### src/rtl/hirq_pkg.sv
package hirq_pkg;
  localparam int unsigned ADDR_W = 3;

  typedef enum logic [ADDR_W-1:0] {
    SEL_MASK = 3'd0,
    SEL_MSET = 3'd1,
    SEL_MCLR = 3'd2,
    SEL_PEEK = 3'd3,
    SEL_POP  = 3'd4,
    SEL_ACK  = 3'd5
  } reg_sel_e;

  typedef struct packed {
    logic mask_wr;
    logic mask_set;
    logic mask_clr;
    logic ack_wr;
    logic pop_rd;
  } strobe_t;
endpackage

### src/rtl/hirq_decode.sv
module hirq_decode
  import hirq_pkg::*;
(
  input  logic [ADDR_W-1:0] addr_i,
  input  logic              we_i,
  input  logic              re_i,
  output strobe_t           stb_o
);
  always_comb begin
    stb_o          = '0;
    stb_o.mask_wr  = we_i && (addr_i == SEL_MASK);
    stb_o.mask_set = we_i && (addr_i == SEL_MSET);
    stb_o.mask_clr = we_i && (addr_i == SEL_MCLR);
    stb_o.ack_wr   = we_i && (addr_i == SEL_ACK);
    stb_o.pop_rd   = re_i && (addr_i == SEL_POP);
  end
endmodule

### src/rtl/hirq_mask_reg.sv
module hirq_mask_reg #(
  parameter int unsigned          NSRC      = 18,
  parameter logic [NSRC-1:0]      USED_MASK = 18'h347FF,
  parameter logic [NSRC-1:0]      MASK_RST  = 18'h00001
) (
  input  logic            clk_i,
  input  logic            rst_ni,
  input  logic            load_i,
  input  logic            set_i,
  input  logic            clr_i,
  input  logic [NSRC-1:0] wbits_i,
  output logic [NSRC-1:0] mask_o
);
  logic [NSRC-1:0] mask_q, mask_d;

  always_comb begin
    mask_d = mask_q;
    if (load_i)     mask_d = wbits_i;
    else if (set_i) mask_d = mask_q | wbits_i;
    else if (clr_i) mask_d = mask_q & ~wbits_i;
    mask_d = mask_d & USED_MASK;
  end

  always_ff @(posedge clk_i or negedge rst_ni) begin
    if (!rst_ni) mask_q <= MASK_RST & USED_MASK;
    else         mask_q <= mask_d;
  end

  assign mask_o = mask_q;
endmodule

### src/rtl/hirq_status_reg.sv
module hirq_status_reg #(
  parameter int unsigned     NSRC      = 18,
  parameter logic [NSRC-1:0] USED_MASK = 18'h347FF
) (
  input  logic            clk_i,
  input  logic            rst_ni,
  input  logic [NSRC-1:0] evt_i,
  input  logic [NSRC-1:0] clr_i,
  output logic [NSRC-1:0] stat_o
);
  logic [NSRC-1:0] stat_q;

  // set dominates clear per bit
  for (genvar b = 0; b < NSRC; b++) begin : g_bit
    if (USED_MASK[b]) begin : g_used
      always_ff @(posedge clk_i or negedge rst_ni) begin
        if (!rst_ni)       stat_q[b] <= 1'b0;
        else if (evt_i[b]) stat_q[b] <= 1'b1;
        else if (clr_i[b]) stat_q[b] <= 1'b0;
      end
    end else begin : g_rsvd
      assign stat_q[b] = 1'b0;
    end
  end

  assign stat_o = stat_q;
endmodule

### src/rtl/hirq_read_port.sv
module hirq_read_port
  import hirq_pkg::*;
#(
  parameter int unsigned DW   = 32,
  parameter int unsigned NSRC = 18
) (
  input  logic              clk_i,
  input  logic              rst_ni,
  input  logic              re_i,
  input  logic [ADDR_W-1:0] addr_i,
  input  logic [NSRC-1:0]   mask_i,
  input  logic [NSRC-1:0]   stat_i,
  output logic [DW-1:0]     rdata_o
);
  logic [DW-1:0]   rdata_q;
  logic [NSRC-1:0] sel_bits;

  always_comb begin
    unique case (addr_i)
      SEL_MASK:          sel_bits = mask_i;
      SEL_PEEK, SEL_POP: sel_bits = stat_i;
      default:           sel_bits = '0;
    endcase
  end

  always_ff @(posedge clk_i or negedge rst_ni) begin
    if (!rst_ni)   rdata_q <= '0;
    else if (re_i) rdata_q <= DW'(sel_bits);
  end

  assign rdata_o = rdata_q;
endmodule

### src/rtl/host_irq_ctrl.sv
module host_irq_ctrl
  import hirq_pkg::*;
#(
  parameter int unsigned     DW        = 32,
  parameter int unsigned     NSRC      = 18,
  parameter logic [NSRC-1:0] USED_MASK = 18'h347FF,
  parameter logic [NSRC-1:0] MASK_RST  = 18'h00001
) (
  input  logic              clk_i,
  input  logic              rst_ni,
  input  logic [ADDR_W-1:0] addr_i,
  input  logic              we_i,
  input  logic [DW-1:0]     wdata_i,
  input  logic              re_i,
  output logic [DW-1:0]     rdata_o,
  input  logic [NSRC-1:0]   src_i,
  output logic              irq_o
);
  localparam logic [NSRC-1:0] ALL_ONES = '1;

  strobe_t         stb;
  logic [NSRC-1:0] wbits, mask_q, stat_q, evt, clr;
  logic            irq_q;

  assign wbits = wdata_i[NSRC-1:0] & USED_MASK;
  assign evt   = src_i & USED_MASK;
  assign clr   = (stb.ack_wr ? wbits : '0) | (stb.pop_rd ? ALL_ONES : '0);

  hirq_decode u_dec (
    .addr_i (addr_i),
    .we_i   (we_i),
    .re_i   (re_i),
    .stb_o  (stb)
  );

  hirq_mask_reg #(.NSRC(NSRC), .USED_MASK(USED_MASK), .MASK_RST(MASK_RST)) u_mask (
    .clk_i   (clk_i),
    .rst_ni  (rst_ni),
    .load_i  (stb.mask_wr),
    .set_i   (stb.mask_set),
    .clr_i   (stb.mask_clr),
    .wbits_i (wbits),
    .mask_o  (mask_q)
  );

  hirq_status_reg #(.NSRC(NSRC), .USED_MASK(USED_MASK)) u_stat (
    .clk_i  (clk_i),
    .rst_ni (rst_ni),
    .evt_i  (evt),
    .clr_i  (clr),
    .stat_o (stat_q)
  );

  hirq_read_port #(.DW(DW), .NSRC(NSRC)) u_rd (
    .clk_i   (clk_i),
    .rst_ni  (rst_ni),
    .re_i    (re_i),
    .addr_i  (addr_i),
    .mask_i  (mask_q),
    .stat_i  (stat_q),
    .rdata_o (rdata_o)
  );

  always_ff @(posedge clk_i or negedge rst_ni) begin
    if (!rst_ni) irq_q <= 1'b0;
    else         irq_q <= |(stat_q & ~mask_q);
  end

  assign irq_o = irq_q;
endmodule

### config.mk
export PLATFORM = sky130hd
export DESIGN_NAME = host_irq_ctrl
export DESIGN_NICKNAME = d
export VERILOG_FILES = /design/src/rtl/hirq_pkg.sv /design/src/rtl/hirq_decode.sv /design/src/rtl/hirq_mask_reg.sv /design/src/rtl/hirq_status_reg.sv /design/src/rtl/hirq_read_port.sv /design/src/rtl/host_irq_ctrl.sv
export SDC_FILE = /design/constraint.sdc
export NUM_CORES = 1
export LEC_CHECK = 0
export ABC_AREA = 1
export BUFFER_PORTS_ARGS = -buffer_cell sky130_fd_sc_hd__buf_2
export CORE_ASPECT_RATIO = 1.5
export CORE_MARGIN = 4
export CORE_UTILIZATION = 35
export DETAILED_ROUTE_END_ITERATION = 8
export GPL_ROUTABILITY_DRIVEN = 0
export SYNTH_ARGS = -nofsm -noshare
export SYNTH_HDL_FRONTEND = slang
export SYNTH_SLANG_ARGS = --single-unit
### constraint.sdc
create_clock -name clk_i -period 0.8 [get_ports clk_i]
set_input_delay 0.16 -clock clk_i [delete_from_list [all_inputs] [get_ports clk_i]]
set_output_delay 0.16 -clock clk_i [all_outputs]
set_load 0.03 [all_outputs]
==> impl_metrics.py <==
metrics = {
    "synthesis": {
        "synth_area_per_cell_um2": 7.50,
        "synth_ff_type": "dfrtp_1",
        "syn_inst": 314,
        "synth-seq-area-share_pct": 45.7,
        "synthArstFlopShare_pct": 100,
        "synth.distinct_cells": 19,
        "synth_seq_cells": 43,
        "ys.warnings.count": 0,
        "synth_enable_flop_cells": 0,
        "netlist_area_um2": 2350,
    },
    "placement": {
        "hpwl_mm": 4.71,
        "dpl-instance-area_um2": 2920,
        "portBuffers": 49,
    },
    "power": {
        "pwr-share-comb_pct": 29.8,
        "powerDensity_nw_per_um2": 1790,
        "seq_power_share_pct": 43.9,
        "switchingPower_uw": 1940,
        "ir_drop_uv": 780,
        "power.share.switching_pct": 32.6,
        "p_int_uw": 4010,
        "p_leak_uw": 0.00178,
        "pwr-share-clk_pct": 26.4,
    },
    "global_routing": {
        "antenna_found_initial": 0,
        "grt_max_degree": 29,
        "grtUsageTotal_pct": 17.0,
        "gr-total-overflow": 0,
        "grt_pass1_wl_mm": 10.5,
        "grt_pass1_vias": 2218,
    },
    "detailed_routing": {
        "via_per_inst": 4.70,
        "wl_per_cell_um": 13.4,
        "drt-pass1-iter-count": 4,
        "drt-initial-drc-count": 117,
        "routed_wl_mm": 6.44,
        "drc_errors": 0,
        "final_antenna_net_count": 0,
        "vias": 2249,
    },
    "sta": {
        "clock_skew_ns": 0.00921,
        "hold_viol_final": 0,
        "setup_tns_ns": -3.49,
        "min_period_ns": 1.05,
        "setup_slack_ns": -0.251,
        "period_share_pct": 131,
        "setup_viol": 23,
        "rsz0062_at_grt": "yes",
        "fmax_ghz": 0.952,
        "drv_slew": 0,
    },
    "final_layout": {
        "mostFrequentLayoutCells": "inv_1 (52), nand3_1 (47), dfrtp_1 (42)",
        "final_cell_area_um2": 3320,
        "layout_commonest_cell": "inv_1",
        "drive_gt1_share_pct": 34.2,
        "num-nets-final": 459,
        "areaGrowthSynthToFinish_pct": 41.0,
        "diodes": 0,
    },
    "clocking": {
        "clock-root-buffer": "clkbuf_8",
        "clk_path_buf_depth": 2,
        "worstSkewPairLatency_ns": 0.30,
        "numCtsBuffers": 5,
        "path_clk_slew_ns": 0.09,
        "cts_tree": "yes",
        "clock-sinks": 43,
        "h-tree-depth": 2,
    },
    "run_status": {
        "status": "finished with violations",
        "violations": "setup timing",
    },
    "worst_hold_path": {
        "hold_path_end": "u_stat.stat_o[14]",
        "whs_path_depth": 3,
        "hold_path.startpoint": "src_i[14]",
        "hold_path_class": "primary input to register",
    },
    "setup_path": {
        "end_kind": "primary output",
        "worstPathArrival_ns": 0.89,
        "start_kind": "register",
        "cpPeakStageDelay_ns": 0.43,
        "crit_family": "flip-flops",
        "path_class": "register to primary output",
        "cp_cell_sequence": "buf_6",
        "worst-path-buf-inv": 1,
        "worstPathMaxFanout": 2,
        "r2r_setup_slack_ns": -0.17,
        "r2r-end": "irq_o",
        "critical_path.slowest_cell": "dfrtp_1",
        "reg2reg_depth": 3,
        "cp.required_ns": 0.64,
    },
    "die": {
        "initial_core_util_pct": 36.1,
        "pin_count": 90,
        "die-area_um2": 8130,
        "die_w_um": 75.0,
        "core-area_um2": 6530,
        "die_height_um": 108,
        "rows": 36,
    },
    "job": {
        "cap_violations": 0,
    },
}
-- synth_stat cells, types with 2 or more instances --
| cell type | n | share of area, % |
|---|---|---|
| nand3_1 | 57 | 12 |
| inv_1 | 54 | 8.6 |
| dfrtp_1 | 42 | 45 |
| nand2_1 | 42 | 6.7 |
| nor2_1 | 32 | 5.1 |
| o21ai_0 | 30 | 6.4 |
| buf_4 | 21 | 6.7 |
| a21oi_1 | 14 | 3.0 |
| buf_2 | 6 | 1.3 |
| o21bai_1 | 4 | 1.3 |
| buf_6 | 3 | 1.4 |
| clkbuf_1 | 2 | 0.32 |
-- worst max path at each step --
stage	startpoint	to	slack, ns	cells after the start
after floorplan	register	u_rd.rdata_o[0]	-0.03	4
after global placement	addr_i[1]	u_stat.stat_o[0]	-0.24	6
after detailed placement	addr_i[1]	u_stat.stat_o[1]	-0.26	6
after CTS	u_rd.rdata_o[17]	rdata_o[17]	-0.26	1
after global routing	u_rd.rdata_o[17]	rdata_o[17]	-0.28	1
final	u_rd.rdata_o[17]	rdata_o[17]	-0.25	1
-- per-stage QoR --
step | hold WS, ns | power [uW] | util, % | worst slack (ns) | std cells
after floorplan | -0.136 | 3520 | - | -0.0338 | 331
after global placement | 0.0612 | 4060 | 44.7 | -0.244 | 462
after detailed placement | 0.0657 | 4090 | 44.7 | -0.261 | 462
after CTS | 0.0336 | 5920 | 49.8 | -0.263 | 478
after global routing | 0.0336 | 6260 | 50.8 | -0.277 | 479
final | 0.0388 | 5950 | 50.8 | -0.251 | 479
-- worst min-delay path, delay by kind of cell --
kind,cells,cell delay (ns)
buffers and inverters,2,0.10
AND/OR/NAND/NOR,1,0.05
-- power by group through the flow --
| stage | combinational [uW] | clock, uW | sequential [uW] |
|---|---|---|---|
| final | 1770 | 1570 | 2610 |
| after global placement | 1450 | 0 | 2610 |
| after floorplan | 746 | 0 | 2770 |
| after global routing | 1940 | 1680 | 2640 |
| after detailed placement | 1470 | 0 | 2620 |
| after CTS | 1710 | 1610 | 2610 |
-- cell type report --
| type | instances | area, um^2 |
|---|---|---|
| fillers | 628 | 3210 |
| repair buffers | 96 | 812 |
| well taps | 76 | 95.1 |
| flip-flops and latches | 43 | 1080 |
| clock inverters | 1 | 7.51 |
| clock buffers | 7 | 96.3 |
| inverters | 55 | 206 |
| multi-input cells | 201 | 1030 |
-- layer usage --
| metal | global-route usage [%] | up-vias | wire length (um) |
|---|---|---|---|
| met2 | 28.9 | 68 | 3420 |
| met1 | 19.9 | 1042 | 2530 |
| met3 | 3.72 | 10 | 340 |
| li1 | - | 1129 | - |
| met4 | 7.63 | 0 | 144 |
| met5 | 0 | - | 0 |
-- timing repair --
| item | CTS | global route |
|---|---|---|
| hold buffers | 1 | 0 |
| setup endpoints to repair | 23 | 32 |
| hold endpoints to repair | 7 | 0 |
| buffers inserted | 7 | 3 |
| pin swaps | 3 | 7 |
| gates resized for setup | 47 | 22 |
-- cells by family (layout without fill, tap and decap cells) --
family	after synthesis	in the layout	synth area share, %
other	1	18	0.159
buffers and inverters	87	159	18.5
AOI/OAI and AO/OA	50	50	11.1
DFF	43	43	45.7
and+or+nand+nor	133	133	24.5
(Power assumes the default switching activity.)
